--- src/rtl/alu8_pkg.sv ---
package alu8_pkg;

  typedef enum logic [3:0] {
    OP_ADD  = 4'd0,
    OP_ADC  = 4'd1,
    OP_SUB  = 4'd2,
    OP_SBC  = 4'd3,
    OP_AND  = 4'd4,
    OP_XOR  = 4'd5,
    OP_OR   = 4'd6,
    OP_CMP  = 4'd7,
    OP_INC  = 4'd8,
    OP_DEC  = 4'd9,
    OP_INV  = 4'd10,
    OP_NEG  = 4'd11,
    OP_TGLC = 4'd12,
    OP_SETC = 4'd13,
    OP_BCDA = 4'd14,
    OP_IDLE = 4'd15
  } alu_op_e;

  // flag byte positions
  localparam int FL_C  = 0;
  localparam int FL_N  = 1;
  localparam int FL_PV = 2;
  localparam int FL_H  = 4;
  localparam int FL_Z  = 6;
  localparam int FL_S  = 7;

  function automatic logic even_parity8(input logic [7:0] v);
    return ~(^v);
  endfunction

endpackage

--- src/rtl/alu8_addsub.sv ---
module alu8_addsub #(
  parameter int W = 8
) (
  input  logic [W-1:0] a_i,
  input  logic [W-1:0] b_i,
  input  logic         cin_i,
  input  logic         sub_i,
  output logic [W-1:0] sum_o,
  output logic         carry_o,
  output logic         half_o,
  output logic         ovf_o
);
  localparam int HW = W / 2;

  logic [W-1:0] b_eff;
  logic         ci;
  logic [HW:0]  low;
  logic [W:0]   full;

  // subtraction as a + ~b + ~borrow; carries are inverted back to borrows
  assign b_eff = sub_i ? ~b_i : b_i;
  assign ci    = sub_i ^ cin_i;
  assign low   = {1'b0, a_i[HW-1:0]} + {1'b0, b_eff[HW-1:0]} + {{HW{1'b0}}, ci};
  assign full  = {1'b0, a_i} + {1'b0, b_eff} + {{W{1'b0}}, ci};

  assign sum_o   = full[W-1:0];
  assign carry_o = full[W] ^ sub_i;
  assign half_o  = low[HW] ^ sub_i;
  assign ovf_o   = (a_i[W-1] == b_eff[W-1]) && (full[W-1] != a_i[W-1]);

endmodule

--- src/rtl/alu8_logic.sv ---
module alu8_logic #(
  parameter int W = 8
) (
  input  logic [W-1:0]     a_i,
  input  logic [W-1:0]     b_i,
  input  alu8_pkg::alu_op_e op_i,
  output logic [W-1:0]     res_o,
  output logic             half_o
);
  import alu8_pkg::*;

  always_comb begin
    res_o  = a_i | b_i;
    half_o = 1'b0;
    case (op_i)
      OP_AND: begin
        res_o  = a_i & b_i;
        half_o = 1'b1;
      end
      OP_XOR: res_o = a_i ^ b_i;
      default: ;
    endcase
  end

  always_comb begin

    and_subset_chk: assert ((op_i != OP_AND) || ((res_o & ~(a_i & b_i)) == '0))
      else $error("AND result has a bit not set in both operands");
  end

endmodule

--- src/rtl/alu8_daa.sv ---
module alu8_daa #(
  parameter int W = 8
) (
  input  logic [W-1:0] a_i,
  input  logic         n_i,
  input  logic         h_i,
  input  logic         c_i,
  output logic [W-1:0] res_o,
  output logic         h_o,
  output logic         c_o
);
  localparam int HW = W / 2;
  localparam logic [W-1:0]  BCD_LIM = W'(8'h99);
  localparam logic [HW-1:0] DIG_MAX = HW'(4'd9);
  localparam logic [HW-1:0] DIG_SIX = HW'(4'd6);

  logic [HW-1:0] lo;
  logic          fix_lo, fix_hi;
  logic [W-1:0]  corr;

  assign lo     = a_i[HW-1:0];
  assign fix_lo = h_i || (lo > DIG_MAX);
  assign fix_hi = c_i || (a_i > BCD_LIM);
  assign corr   = {(fix_hi ? DIG_SIX : {HW{1'b0}}), (fix_lo ? DIG_SIX : {HW{1'b0}})};
  assign res_o  = n_i ? (a_i - corr) : (a_i + corr);
  assign c_o    = fix_hi;
  assign h_o    = n_i ? (h_i && (lo < DIG_SIX)) : (lo > DIG_MAX);

  always_comb begin

    daa_carry_sticky_chk: assert (!c_i || c_o)
      else $error("decimal adjust cleared an incoming carry");
  end

endmodule

--- src/rtl/alu8_core.sv ---
module alu8_core #(
  parameter int DATA_W = 8
) (
  input  logic [DATA_W-1:0] acc_i,
  input  logic [DATA_W-1:0] opnd_i,
  input  logic [7:0]        flags_i,
  input  logic [3:0]        op_i,
  output logic [DATA_W-1:0] result_o,
  output logic              acc_we_o,
  output logic [7:0]        flags_o
);
  import alu8_pkg::*;

  alu_op_e op;
  assign op = alu_op_e'(op_i);

  // main two-operand adder
  logic              m_sub, m_cin;
  logic [DATA_W-1:0] m_sum;
  logic              m_c, m_h, m_v;
  assign m_sub = (op == OP_SUB) || (op == OP_SBC) || (op == OP_CMP);
  assign m_cin = ((op == OP_ADC) || (op == OP_SBC)) ? flags_i[FL_C] : 1'b0;

  alu8_addsub #(.W(DATA_W)) u_main (
    .a_i(acc_i), .b_i(opnd_i), .cin_i(m_cin), .sub_i(m_sub),
    .sum_o(m_sum), .carry_o(m_c), .half_o(m_h), .ovf_o(m_v)
  );

  // increment / decrement of the accumulator
  logic [DATA_W-1:0] u_sum;
  logic              u_c, u_h, u_v;
  alu8_addsub #(.W(DATA_W)) u_step (
    .a_i(acc_i), .b_i(DATA_W'(1)), .cin_i(1'b0), .sub_i(op == OP_DEC),
    .sum_o(u_sum), .carry_o(u_c), .half_o(u_h), .ovf_o(u_v)
  );

  // negate: zero minus accumulator
  logic [DATA_W-1:0] n_sum;
  logic              n_c, n_h, n_v;
  alu8_addsub #(.W(DATA_W)) u_neg (
    .a_i({DATA_W{1'b0}}), .b_i(acc_i), .cin_i(1'b0), .sub_i(1'b1),
    .sum_o(n_sum), .carry_o(n_c), .half_o(n_h), .ovf_o(n_v)
  );

  logic [DATA_W-1:0] lg_res;
  logic              lg_h;
  alu8_logic #(.W(DATA_W)) u_logic (
    .a_i(acc_i), .b_i(opnd_i), .op_i(op), .res_o(lg_res), .half_o(lg_h)
  );

  logic [DATA_W-1:0] d_res;
  logic              d_h, d_c;
  alu8_daa #(.W(DATA_W)) u_daa (
    .a_i(acc_i), .n_i(flags_i[FL_N]), .h_i(flags_i[FL_H]), .c_i(flags_i[FL_C]),
    .res_o(d_res), .h_o(d_h), .c_o(d_c)
  );

  logic set_sz;
  logic [7:0] fl;
  logic [DATA_W-1:0] res;
  logic we;

  always_comb begin
    fl     = flags_i;
    res    = acc_i;
    we     = 1'b0;
    set_sz = 1'b1;
    case (op)
      OP_ADD, OP_ADC: begin
        res = m_sum; we = 1'b1;
        fl[FL_C] = m_c; fl[FL_H] = m_h; fl[FL_PV] = m_v; fl[FL_N] = 1'b0;
      end
      OP_SUB, OP_SBC, OP_CMP: begin
        res = m_sum; we = (op != OP_CMP);
        fl[FL_C] = m_c; fl[FL_H] = m_h; fl[FL_PV] = m_v; fl[FL_N] = 1'b1;
      end
      OP_AND, OP_XOR, OP_OR: begin
        res = lg_res; we = 1'b1;
        fl[FL_C] = 1'b0; fl[FL_H] = lg_h; fl[FL_N] = 1'b0;
        fl[FL_PV] = even_parity8(8'(lg_res));
      end
      OP_INC, OP_DEC: begin
        res = u_sum; we = 1'b1;
        fl[FL_H] = u_h; fl[FL_PV] = u_v; fl[FL_N] = (op == OP_DEC);
      end
      OP_INV: begin
        res = ~acc_i; we = 1'b1;
        fl[FL_H] = 1'b1; fl[FL_N] = 1'b1;
      end
      OP_NEG: begin
        res = n_sum; we = 1'b1;
        fl[FL_C] = n_c; fl[FL_H] = n_h; fl[FL_PV] = n_v; fl[FL_N] = 1'b1;
      end
      OP_TGLC: begin
        set_sz = 1'b0;
        fl[FL_H] = flags_i[FL_C]; fl[FL_C] = ~flags_i[FL_C]; fl[FL_N] = 1'b0;
      end
      OP_SETC: begin
        set_sz = 1'b0;
        fl[FL_C] = 1'b1; fl[FL_H] = 1'b0; fl[FL_N] = 1'b0;
      end
      OP_BCDA: begin
        res = d_res; we = 1'b1;
        fl[FL_C] = d_c; fl[FL_H] = d_h;
        fl[FL_PV] = even_parity8(8'(d_res));
      end
      default: set_sz = 1'b0;
    endcase
    if (set_sz) begin
      fl[FL_S] = res[DATA_W-1];
      fl[FL_Z] = (res == '0);
    end
  end

  assign result_o = res;
  assign acc_we_o = we;
  assign flags_o  = fl;

  always_comb begin

    undef_bits_pass_chk: assert (flags_o[5] == flags_i[5] && flags_o[3] == flags_i[3])
      else $error("flag bits 5/3 altered");

    cmp_no_write_chk: assert ((op != OP_CMP) || (!acc_we_o && flags_o[FL_N]))
      else $error("compare wrote accumulator or cleared subtract flag");

    step_carry_keep_chk: assert (!(op == OP_INC || op == OP_DEC) || (flags_o[FL_C] == flags_i[FL_C]))
      else $error("increment/decrement changed carry");

    inc_wrap_chk: assert (!(op == OP_INC && u_c) || (result_o == '0 && flags_o[FL_Z]))
      else $error("increment carry out without zero result");

    zero_flag_chk: assert (!set_sz || (flags_o[FL_Z] == (result_o == '0)))
      else $error("zero flag disagrees with result");

    logic_parity_chk: assert (!(op == OP_AND || op == OP_OR || op == OP_XOR)
                              || (flags_o[FL_PV] == ~(^result_o)))
      else $error("logic parity flag wrong");
  end

endmodule

--- config.mk ---
export PLATFORM = sky130hd
export DESIGN_NAME = alu8_core
export DESIGN_NICKNAME = d
export VERILOG_FILES = /design/src/rtl/alu8_pkg.sv /design/src/rtl/alu8_addsub.sv /design/src/rtl/alu8_logic.sv /design/src/rtl/alu8_daa.sv /design/src/rtl/alu8_core.sv
export SDC_FILE = /design/constraint.sdc
export NUM_CORES = 1
export LEC_CHECK = 0
export CORE_ASPECT_RATIO = 1.75
export CORE_UTILIZATION = 61
export DETAILED_ROUTE_END_ITERATION = 8
export PLACE_DENSITY = 0.91
export SLEW_MARGIN = 20
export SYNTH_ARGS = -nofsm -noshare
export SYNTH_HDL_FRONTEND = slang
export SYNTH_SLANG_ARGS = --single-unit
--- constraint.sdc ---
create_clock -name vclk -period 9.9
set_clock_uncertainty 0.15 [all_clocks]
set_input_delay 1.485 -clock vclk [all_inputs]
set_output_delay 1.485 -clock vclk [all_outputs]
set_load 0.005 [all_outputs]
; Word level (Yosys, flattened, before mapping)
; Index checks and enable logic that the tools add are counted.
[totals]
input_bits = 28
elab_cells = 87
regBits = 0
[classes]
mux = 17
add_sub_neg = 12
n_bitwise = 15
eq_ne = 19
reduce_logical = 21
order_cmp = 3
[op_table]
columns = operator, n
row1 = 8-bit case mux with 6 select lines, 1
row2 = 4-bit == test (second input constant), 7
row3 = 8-bit 2-to-1 mux, 3
row4 = 8-bit adder, 2
row5 = 4-bit by 3-bit == test with 1-bit output (second input constant), 4
row6 = 8-bit NOT, 2
row7 = 8-bit case mux with 2 select lines, 1
row8 = 8-bit parity, 2
row9 = 13-bit OR reduction, 1
row10 = 4-bit by 4-bit adder with 5-bit output, 2
row11 = 5-bit by 1-bit adder with 5-bit output, 2
row12 = 10-bit OR reduction, 1
row13 = 5-bit OR reduction, 2
row14 = 8-bit by 1-bit adder with 9-bit output (second input constant), 1
row15 = 8-bit by 8-bit adder with 9-bit output, 1
row16 = 9-bit by 1-bit adder with 9-bit output, 1
row17 = 8-bit by 1-bit adder with 8-bit output, 1
row18 = 8-bit AND, 1
row19 = 4-bit by 2-bit == test with 1-bit output (second input constant), 2
row20 = 8-bit greater-than comparator (second input constant), 1
row21 = 8-bit logical NOT, 1
row22 = 8-bit bitwise OR, 1
row23 = 1-bit case mux with 8 select lines, 1
row24 = 8-bit subtractor, 1
row25 = other kinds (23), 45

; Depth between registers and ports, before layout
; Gate-level depths: netlist of run 1.
[logic_depth]
word_depth = 9
mapped_depth = 18
mapped_depth_nobuf = 18

; By module
; Synthesis of run 1 repeated with hierarchy kept, for this count alone.
[hier_totals]
hier_cells = 435
hier_area_um2 = 3229.3
[by_module_without_submodules]
columns = mod, area_each_um2, seq_area_each_um2, instances, cells_per_inst
row1 = alu8_core, 1087.3, 0.0, 1, 176
row2 = alu8_addsub (u_main ...), 424.2, 0.0, 2, 50
row3 = alu8_logic, 459.2, 0.0, 1, 52
row4 = alu8_addsub (u_step), 426.7, 0.0, 1, 50
row5 = alu8_daa, 407.9, 0.0, 1, 57

; Least setup slack after synthesis of run 1
; No wires, ideal clock.
[synth_timing]
path_kind = in2out
startpoint = in op_i[0]
endpoint = out flags_o[6]
path_buffers = 4
setup_slack_ns = 3.428
t_required_ns = 8.265
path_stages = 15
arrival_time_ns = 4.837
cell_sequence = clkbuf_1 buf_2 buf_2 o21ai_0 buf_2 xnor2_1 fa_1 fa_1 a21o_1 a21oi_1 xnor2_1 nand2_1 a32oi_1 or4_1 o31ai_2
[synth_via]
elab_chain_cells = 9
[synth_rtl]
columns = item, line
row1 = start: declaration, alu8_core.sv:7  ; input logic [3:0] op_i,
row2 = 4-bit by 2-bit == test with 1-bit output (on tied branches), "alu8_core.sv:21, alu8_core.sv:68, alu8_core.sv:22"
row3 = 1-bit logical OR (2 in series), alu8_core.sv:21  ; assign m_sub = (op == OP_SUB) || (op == OP_SBC) || (op == OP_CMP);
row4 = 8-bit 2-to-1 mux, alu8_addsub.sv:21  ; assign b_eff = sub_i ? ~b_i : b_i;
row5 = 8-bit by 8-bit adder with 9-bit output, alu8_addsub.sv:24  ; assign full = {1'b0, a_i} + {1'b0, b_eff} + {{W{1'b0}}, ci};
row6 = 9-bit by 1-bit adder with 9-bit output, alu8_addsub.sv:24
row7 = 8-bit case mux with 6 select lines *, alu8_core.sv:68  ; case (op)
row8 = net result_o[4], alu8_core.sv:8  ; output logic [DATA_W-1:0] result_o,
row9 = 8-bit logical NOT *, alu8_core.sv:111  ; fl[FL_Z] = (res == '0);
row10 = 2-bit 2-to-1 mux *, alu8_core.sv:109  ; if (set_sz) begin
row11 = end: declaration, alu8_core.sv:10  ; output logic [7:0] flags_o
; Mark *: on every way through the listed nets, which the timed path passes. The rest lies on a longest branch.

; Worst setup path in the final report of run 1
[layout_timing]
startpoint = in op_i[0]
endpoint = out flags_o[0]
[layout_via]
elab_chain_cells = 8
[layout_rtl]
columns = item, line
row1 = 4-bit by 2-bit == test with 1-bit output (on tied branches), "alu8_core.sv:21, alu8_core.sv:68, alu8_core.sv:22"
row2 = 1-bit logical OR (2 in series), alu8_core.sv:21
row3 = 8-bit 2-to-1 mux, alu8_addsub.sv:21
row4 = 8-bit by 8-bit adder with 9-bit output, alu8_addsub.sv:24
row5 = 9-bit by 1-bit adder with 9-bit output, alu8_addsub.sv:24
row6 = 1-bit bitwise XOR, alu8_addsub.sv:27  ; assign carry_o = full[W] ^ sub_i;
row7 = 1-bit case mux with 6 select lines *, alu8_core.sv:68
; Mark *: on every way between the ends. The rest lies on a longest branch, timed or not.

==> impl_results.md, run 1 <==
- Result of the run: completed
- Final hold slack: 2.82 ns
- Cell-by-cell trace of the critical path: clkdlybuf4s50_1, buf_4, inv_1, nand2_1, a21oi_1, o21ba_2, fa_1, fa_1, a21o_1, a21oi_1, o21bai_1, a21oi_1, o21bai_1, a21oi_1, xnor2_1, a221oi_1, clkdlybuf4s50_1
- Synthesis-to-layout area growth: 16.2%
- Transition time of the tightest slew-check pin: 1.03 ns
- ANT nets after route: 0
- Final critical path time including I/O delays and setup: 7.99 ns
- Proportion of synthesized chip area in sequential cells: 0%
- Startpoint kind of the worst setup timing path: input port
- Area of the mapped netlist: 0.00254 sq mm
- Global placer's final weighted congestion: 1.00
- Critical path type: in2out
- Final period utilization: 80.7%
- Number of sequential storage elements: 0
- Critical Path Slowest Stage Cell: clkdlybuf4s50_1
- Net Count, Synth: 429
- Yosys warnings: 0
- Boundary pin count: 45
- Final-layout clock buffer total: 0
- Net count reported at finish: 460
- Setup TNS after final layout: 0 ns
- End-of-flow core utilization: 74.9%
- RSZ-0062 raised after global routing: no
- Worst vdd rail ir drop: 0.0755 mV
- Fraction of final layout cells sized beyond drive strength 1: 2.86%
- Max-cap viol count: 0
- Number of setup violations in the final report: 0
- Detailed Route Iter0 Violations: 156
- Maximum net fanout on the critical path: 23
- Row cnt: 30
- Diodes inserted: 0
- Post-detailed-route wirelength per cell: 18.3 microns
- Routed via count: 2873
- Floorplan die height: 87.4 microns
- Post-detailed-route via-to-cell ratio: 6.65
- F_max: 125 MHz
- Antenna violations before repair: 0
- Number of cells traversed by the worst hold path: 0
- Area taken by flip-flops and latches: 0 sq um
- Most frequent cell on the critical path: a21oi_1
- Die W: 50.8 microns
- Hold path startpoint: flags_i[3]
- Worst slew margin relative to its limit: 30.9%
- Synth Area per Inst: 7.15 sq um
- Biggest cell delay along the critical path: 0.55 ns
- Number of iterations in the first detailed-routing pass: 5
- Power density over cell area: 71.8 mW/mm^2
- End point of the most critical hold path: flags_o[3]
- Leakage power summed over all cells: 1.27 nW
- Crit path arrival time: 6.36 ns
- Total of hold buffers inserted after clock tree synthesis: 0
- Remaining global-route overflow: 0
- Number of library cell types mapped by synthesis: 57
- All-layer global routing usage: 36.6%
- Class of the worst hold path: in2out
- Dpl hpwl: 6420 microns
- Number of gates resized after cts: 0
- Largest net degree at the start of global routing: 27
- Via count of the first global-routing pass: 2698
- Nature of the critical path endpoint: output port
- Number of buffer cells added on primary ports: 41
- DIE AREA: 0.00444 sq mm
- Post-Synthesis Cells: 355
- Wire length of the first global-routing pass: 12500 microns
- Final Routed Wirelength: 7900 microns
- Final hold violations: 0
- Number of post-CTS setup repair buffers: 0
- Initial core utilization: 64.4%
- Number of fill cells: 322
- Placeable Area: 0.00394 sq mm
- # DRC: 0
- Slew Viols, Final: 0
- Req. time, crit path: 8.27 ns
## power breakdown
group          leakage (nW)  internal [mW]  switching (mW)
sequential                0              0               0
combinational          1.27          0.104           0.108
clock                     0              0               0
## per-stage QoR
stage	setup WS, ns	total power, mW	std cells	instance area, sq um
CTS	1.97	0.208	432	2950
detailed placement	2.01	0.208	432	2950
floorplan	3.43	0.143	355	2540
global placement	2.03	0.204	432	2950
finish	1.91	0.212	432	2950
global route	1.65	0.228	432	2950
## synthesized netlist by cell type, types with 3 or more instances
master     n  area, sq um
o21ai_0   31          155
nand3_1    5         25.0
a311oi_1   4         35.0
xnor2_1   35          307
nor2b_1    6         37.5
fa_1       3         60.1
ha_1      43          538
a21o_1     5         37.5
mux2i_1   18          180
nor3_1    12         60.1
a21oi_1   23          115
o21a_1     4         30.0
clkbuf_1   5         18.8
inv_1     24         90.1
a221oi_1   6         52.6
a21boi_0   4         30.0
buf_2      5         25.0
nor2_1    24         90.1
a211oi_1   3         22.5
o21bai_1   4         30.0
xor2_1     7         61.3
a31oi_1    3         18.8
nand2b_1   3         18.8
nand2_1   29          109
o22ai_1    5         31.3
## placed cells by master, fill, tap and decap left out, types with 3 or more instances in the layout
cell and count:
a21boi_0 4, a211oi_1 3, inv_1 24, o21ai_0 30
nand2b_1 3, buf_4 4, o21bai_1 4, xor2_1 7
nand3_1 5, nor2_1 24, o21a_1 4, mux2i_1 18
a21o_1 5, a311oi_1 4, o22ai_1 5, fa_1 3
ha_1 43, nor3_1 12, clkdlybuf4s50_1 41, a31oi_1 3
a21oi_1 23, a221oi_1 6, xnor2_1 35, nor2b_1 6
nand2_1 29
## worst max-delay path by stage
stage,from,end,cells past startpoint
after floorplan,op_i[0],flags_o[6],15
after global placement,op_i[0],flags_o[0],17
after detailed placement,op_i[0],flags_o[0],17
after CTS,op_i[0],flags_o[0],17
after global routing,op_i[1],flags_o[0],16
final,op_i[0],flags_o[0],17
## final cells by class
cell class                 instances  area (sq um)  area share (%)
multi-input combinational        312          2350            79.6
tap                               48          60.1            2.03
timing repair buffer              45           440            14.9
inverter                          27           101            3.43
## worst max-delay path: cells and delay by family
| kind | cells | cell delay, ns |
|---|---|---|
| buf+inv | 4 | 1.63 |
| xor+xnor | 1 | 0.10 |
| simple gates | 1 | 0.28 |
| fa+ha+maj | 2 | 0.89 |
| compound gates | 9 | 1.95 |
## logic make-up (layout without fill, tap and decap cells)
logic type | Yosys count | count (layout) | share of synthesized area [%]
adders and majority gates | 46 | 46 | 23.5
AOI/OAI and AO/OA | 113 | 113 | 29.5
xor gates and xnor gates | 43 | 43 | 15.4
muxes | 18 | 18 | 7.09
and+or+nand+nor | 92 | 92 | 17.0
buffers and inverters | 43 | 72 | 7.49
## routing by layer
| layer | global-route usage, % | up-vias | share of wire [%] | wire length [microns] |
|---|---|---|---|---|
| li1 | - | 1350 | - | - |
| met1 | 40.5 | 1314 | 37 | 2960 |
| met2 | 65.5 | 160 | 49 | 3840 |
| met3 | 2.62 | 49 | 7.1 | 557 |
| met4 | 23.7 | 0 | 6.8 | 539 |
| met5 | 0 | - | 0 | 0 |
Power figures use the tool's default switching activity.
==> run 2, diff against run 1 <==
CORE_UTILIZATION = 51   (was 61)
PLACE_DENSITY = 0.81   (was 0.91)
clock period = 7.1 ns   (was 9.9 ns; I/O delays follow)
==> impl_results.md, run 2 (synthesized netlist as in run 1, its figures left out) <==
- Number of iterations in the first detailed-routing pass: 5 (unchanged)
- Clock share of power: 0% (about the same)
- Remaining global-route overflow: 0 (unchanged)
- Largest net degree at the start of global routing: 22 (was 27)
- Slack of the critical path: 0.434 ns (was 1.91 ns)
- Result of the run: completed (unchanged)
- ANT nets after route: 0 (unchanged)
- Nature of the critical path endpoint: output port (unchanged)
- Floorplan die height: 95.4 microns (was 87.4 microns)
- Number of setup violations in the final report: 0 (unchanged)
- Slew Viols, Final: 0 (unchanged)
- Area taken by flip-flops and latches: 0 sq um (unchanged)
- Detailed Route Iter0 Violations: 140 (was 156)
- Worst vdd rail ir drop: 0.113 mV (was 0.0755 mV)
- Post-detailed-route via-to-cell ratio: 6.54 (was 6.65)
- Wire length of the first global-routing pass: 13200 microns (was 12500 microns)
- Startpoint kind of the worst setup timing path: input port (unchanged)
- Global placer's final weighted congestion: 1.02 (was 1.00)
- Final Routed Wirelength: 8300 microns (was 7900 microns)
- Number of fill cells: 443 (was 322)
- All-layer global routing usage: 31.2% (was 36.6%)
- Req. time, crit path: 5.88 ns (was 8.27 ns)
- Synthesis-to-layout area growth: 19.5% (was 16.2%)
- Final critical path time including I/O delays and setup: 6.67 ns
- Switching power share of the total: 50.6% (was 50.8%)
- Worst Setup EP: flags_o[2] (was flags_o[0])
- Via count of the first global-routing pass: 2831 (was 2698)
- RSZ-0062 raised after global routing: no (unchanged)
- Initial core utilization: 53.5% (was 64.4%)
- Max-cap viol count: 0 (unchanged)
- Dpl hpwl: 6800 microns (was 6420 microns)
- Placeable Area: 0.00475 sq mm (was 0.00394 sq mm)
- Antenna violations before repair: 0 (unchanged)
- Setup TNS after final layout: 0 ns (unchanged)
- Post-detailed-route wirelength per cell: 18.6 microns (was 18.3 microns)
- DIE AREA: 0.00528 sq mm (was 0.00444 sq mm)
- Routed via count: 2915 (was 2873)
- Transition time of the tightest slew-check pin: 0.765 ns (was 1.03 ns)
- Boundary pin count: 45 (unchanged)
- Power Internal: 149 uW (was 104 uW)
- Number of sequential storage elements: 0 (unchanged)
- Reg power frac: 0% (about the same)
- F_max: 150 MHz
- Crit path arrival time: 5.45 ns (was 6.36 ns)
- Row cnt: 33 (was 30)
- Maximum net fanout on the critical path: 7 (was 23)
- Class of the worst hold path: in2out (unchanged)
- Final-layout clock buffer total: 0 (unchanged)
- Fraction of final layout cells sized beyond drive strength 1: 5.84% (was 2.86%)
- Worst slew margin relative to its limit: 48.8% (was 30.9%)
- Die W: 55.3 microns (was 50.8 microns)
- Most frequent standard cell in the layout excluding fill and tap cells: ha_1 (unchanged)
- Number of post-CTS setup repair buffers: 0 (unchanged)
- Switching component of the power: 152 uW (was 108 uW)
- Power density over cell area: 99.2 mW/mm^2 (was 71.8 mW/mm^2)
- Number of buffer cells added on primary ports: 41 (unchanged)
- Diodes inserted: 0 (unchanged)
- DP Worst Slack: 0.218 ns (was 2.01 ns)
- # DRC: 0 (unchanged)
- Critical path type: in2out (unchanged)
- Combinational Power Share: 100.0% (about the same)
- Start point of the critical path: acc_i[1] (was op_i[0])
- Leakage power summed over all cells: 1.32 nW (was 1.27 nW)
- Highest-count cells in the layout ignoring fill and taps: 43 x ha_1, 41 x clkdlybuf4s50_1, 35 x xnor2_1, 29 x nand2_1, 29 x o21ai_0 (was 43 x ha_1, 41 x clkdlybuf4s50_1, 35 x xnor2_1, 30 x o21ai_0, 29 x nand2_1)
- Net count reported at finish: 470 (was 460)
- Final period utilization: 93.9%
- End-of-flow core utilization: 63.9% (was 74.9%)
- Final hold violations: 0 (unchanged)
## run 2: per-stage QoR
stage	cell area, sq um	cells	hold slack [ns]	power [mW]
5_1_grt	3040	446	1.98	0.326
3_3_place_gp	3030	446	1.98	0.289
4_1_cts	3030	446	1.98	0.298
2_1_floorplan	2540	355	2.06	0.199
6_report	3040	446	1.98	0.301
3_5_place_dp	3030	446	1.98	0.296
## run 2: per-layer routing
| layer | track usage (%) | share of wire [%] |
|---|---|---|
| met1 | 32.4 | 37 |
| met2 | 60.2 | 51 |
| met4 | 18.1 | 6.0 |
| met5 | 0 | 0 |
| met3 | 2.58 | 6.2 |
## run 2: final cells by class
type	count	area, sq um	share of cell area [%]
multi-input combinational	312	2350	77.5
tap	52	65.1	2.14
timing repair buffer	55	515	17.0
inverter	27	101	3.34
## run 2: how the worst min path moves through the flow
stage                     from    endpoint  depth (start not counted)
floorplan           flags_i[3]  flags_o[3]                          1
global placement    flags_i[3]  flags_o[3]                          0
detailed placement  flags_i[3]  flags_o[3]                          0
CTS                 flags_i[3]  flags_o[3]                          0
global route        flags_i[5]  flags_o[5]                          0
finish              flags_i[5]  flags_o[5]                          0
## run 2: power by group through the flow
stage / logic, mW / clock network [mW] / registers [mW]
final: 0.301 / 0 / 0
after detailed placement: 0.296 / 0 / 0
after global placement: 0.289 / 0 / 0
after floorplan: 0.199 / 0 / 0
after CTS: 0.298 / 0 / 0
after global routing: 0.326 / 0 / 0
## run 2: timing repair
action / 4_1_cts / 5_1_grt
setup endpoints to repair: 0 / 2
endpoints found under the hold margin: 0 / 0
gates resized for setup: 0 / 3
hold buffers: 0 / 0
## run 2: worst max-delay path, stage by stage
cell and delay (ns):
clkdlybuf4s50_1 0.43, inv_2 0.16, ha_1 0.26, nor2_1 0.07, o21ai_1 0.20, o211ai_1 0.14
a21oi_2 0.25, ha_1 0.27, inv_1 0.05, o21ai_0 0.07, ha_1 0.39, nor3b_1 0.07
a31oi_1 0.16, o21ai_0 0.11, a311oi_1 0.34, xnor3_1 0.49, xnor2_1 0.15, nand2_1 0.08
a41oi_1 0.20, clkdlybuf4s50_1 0.52
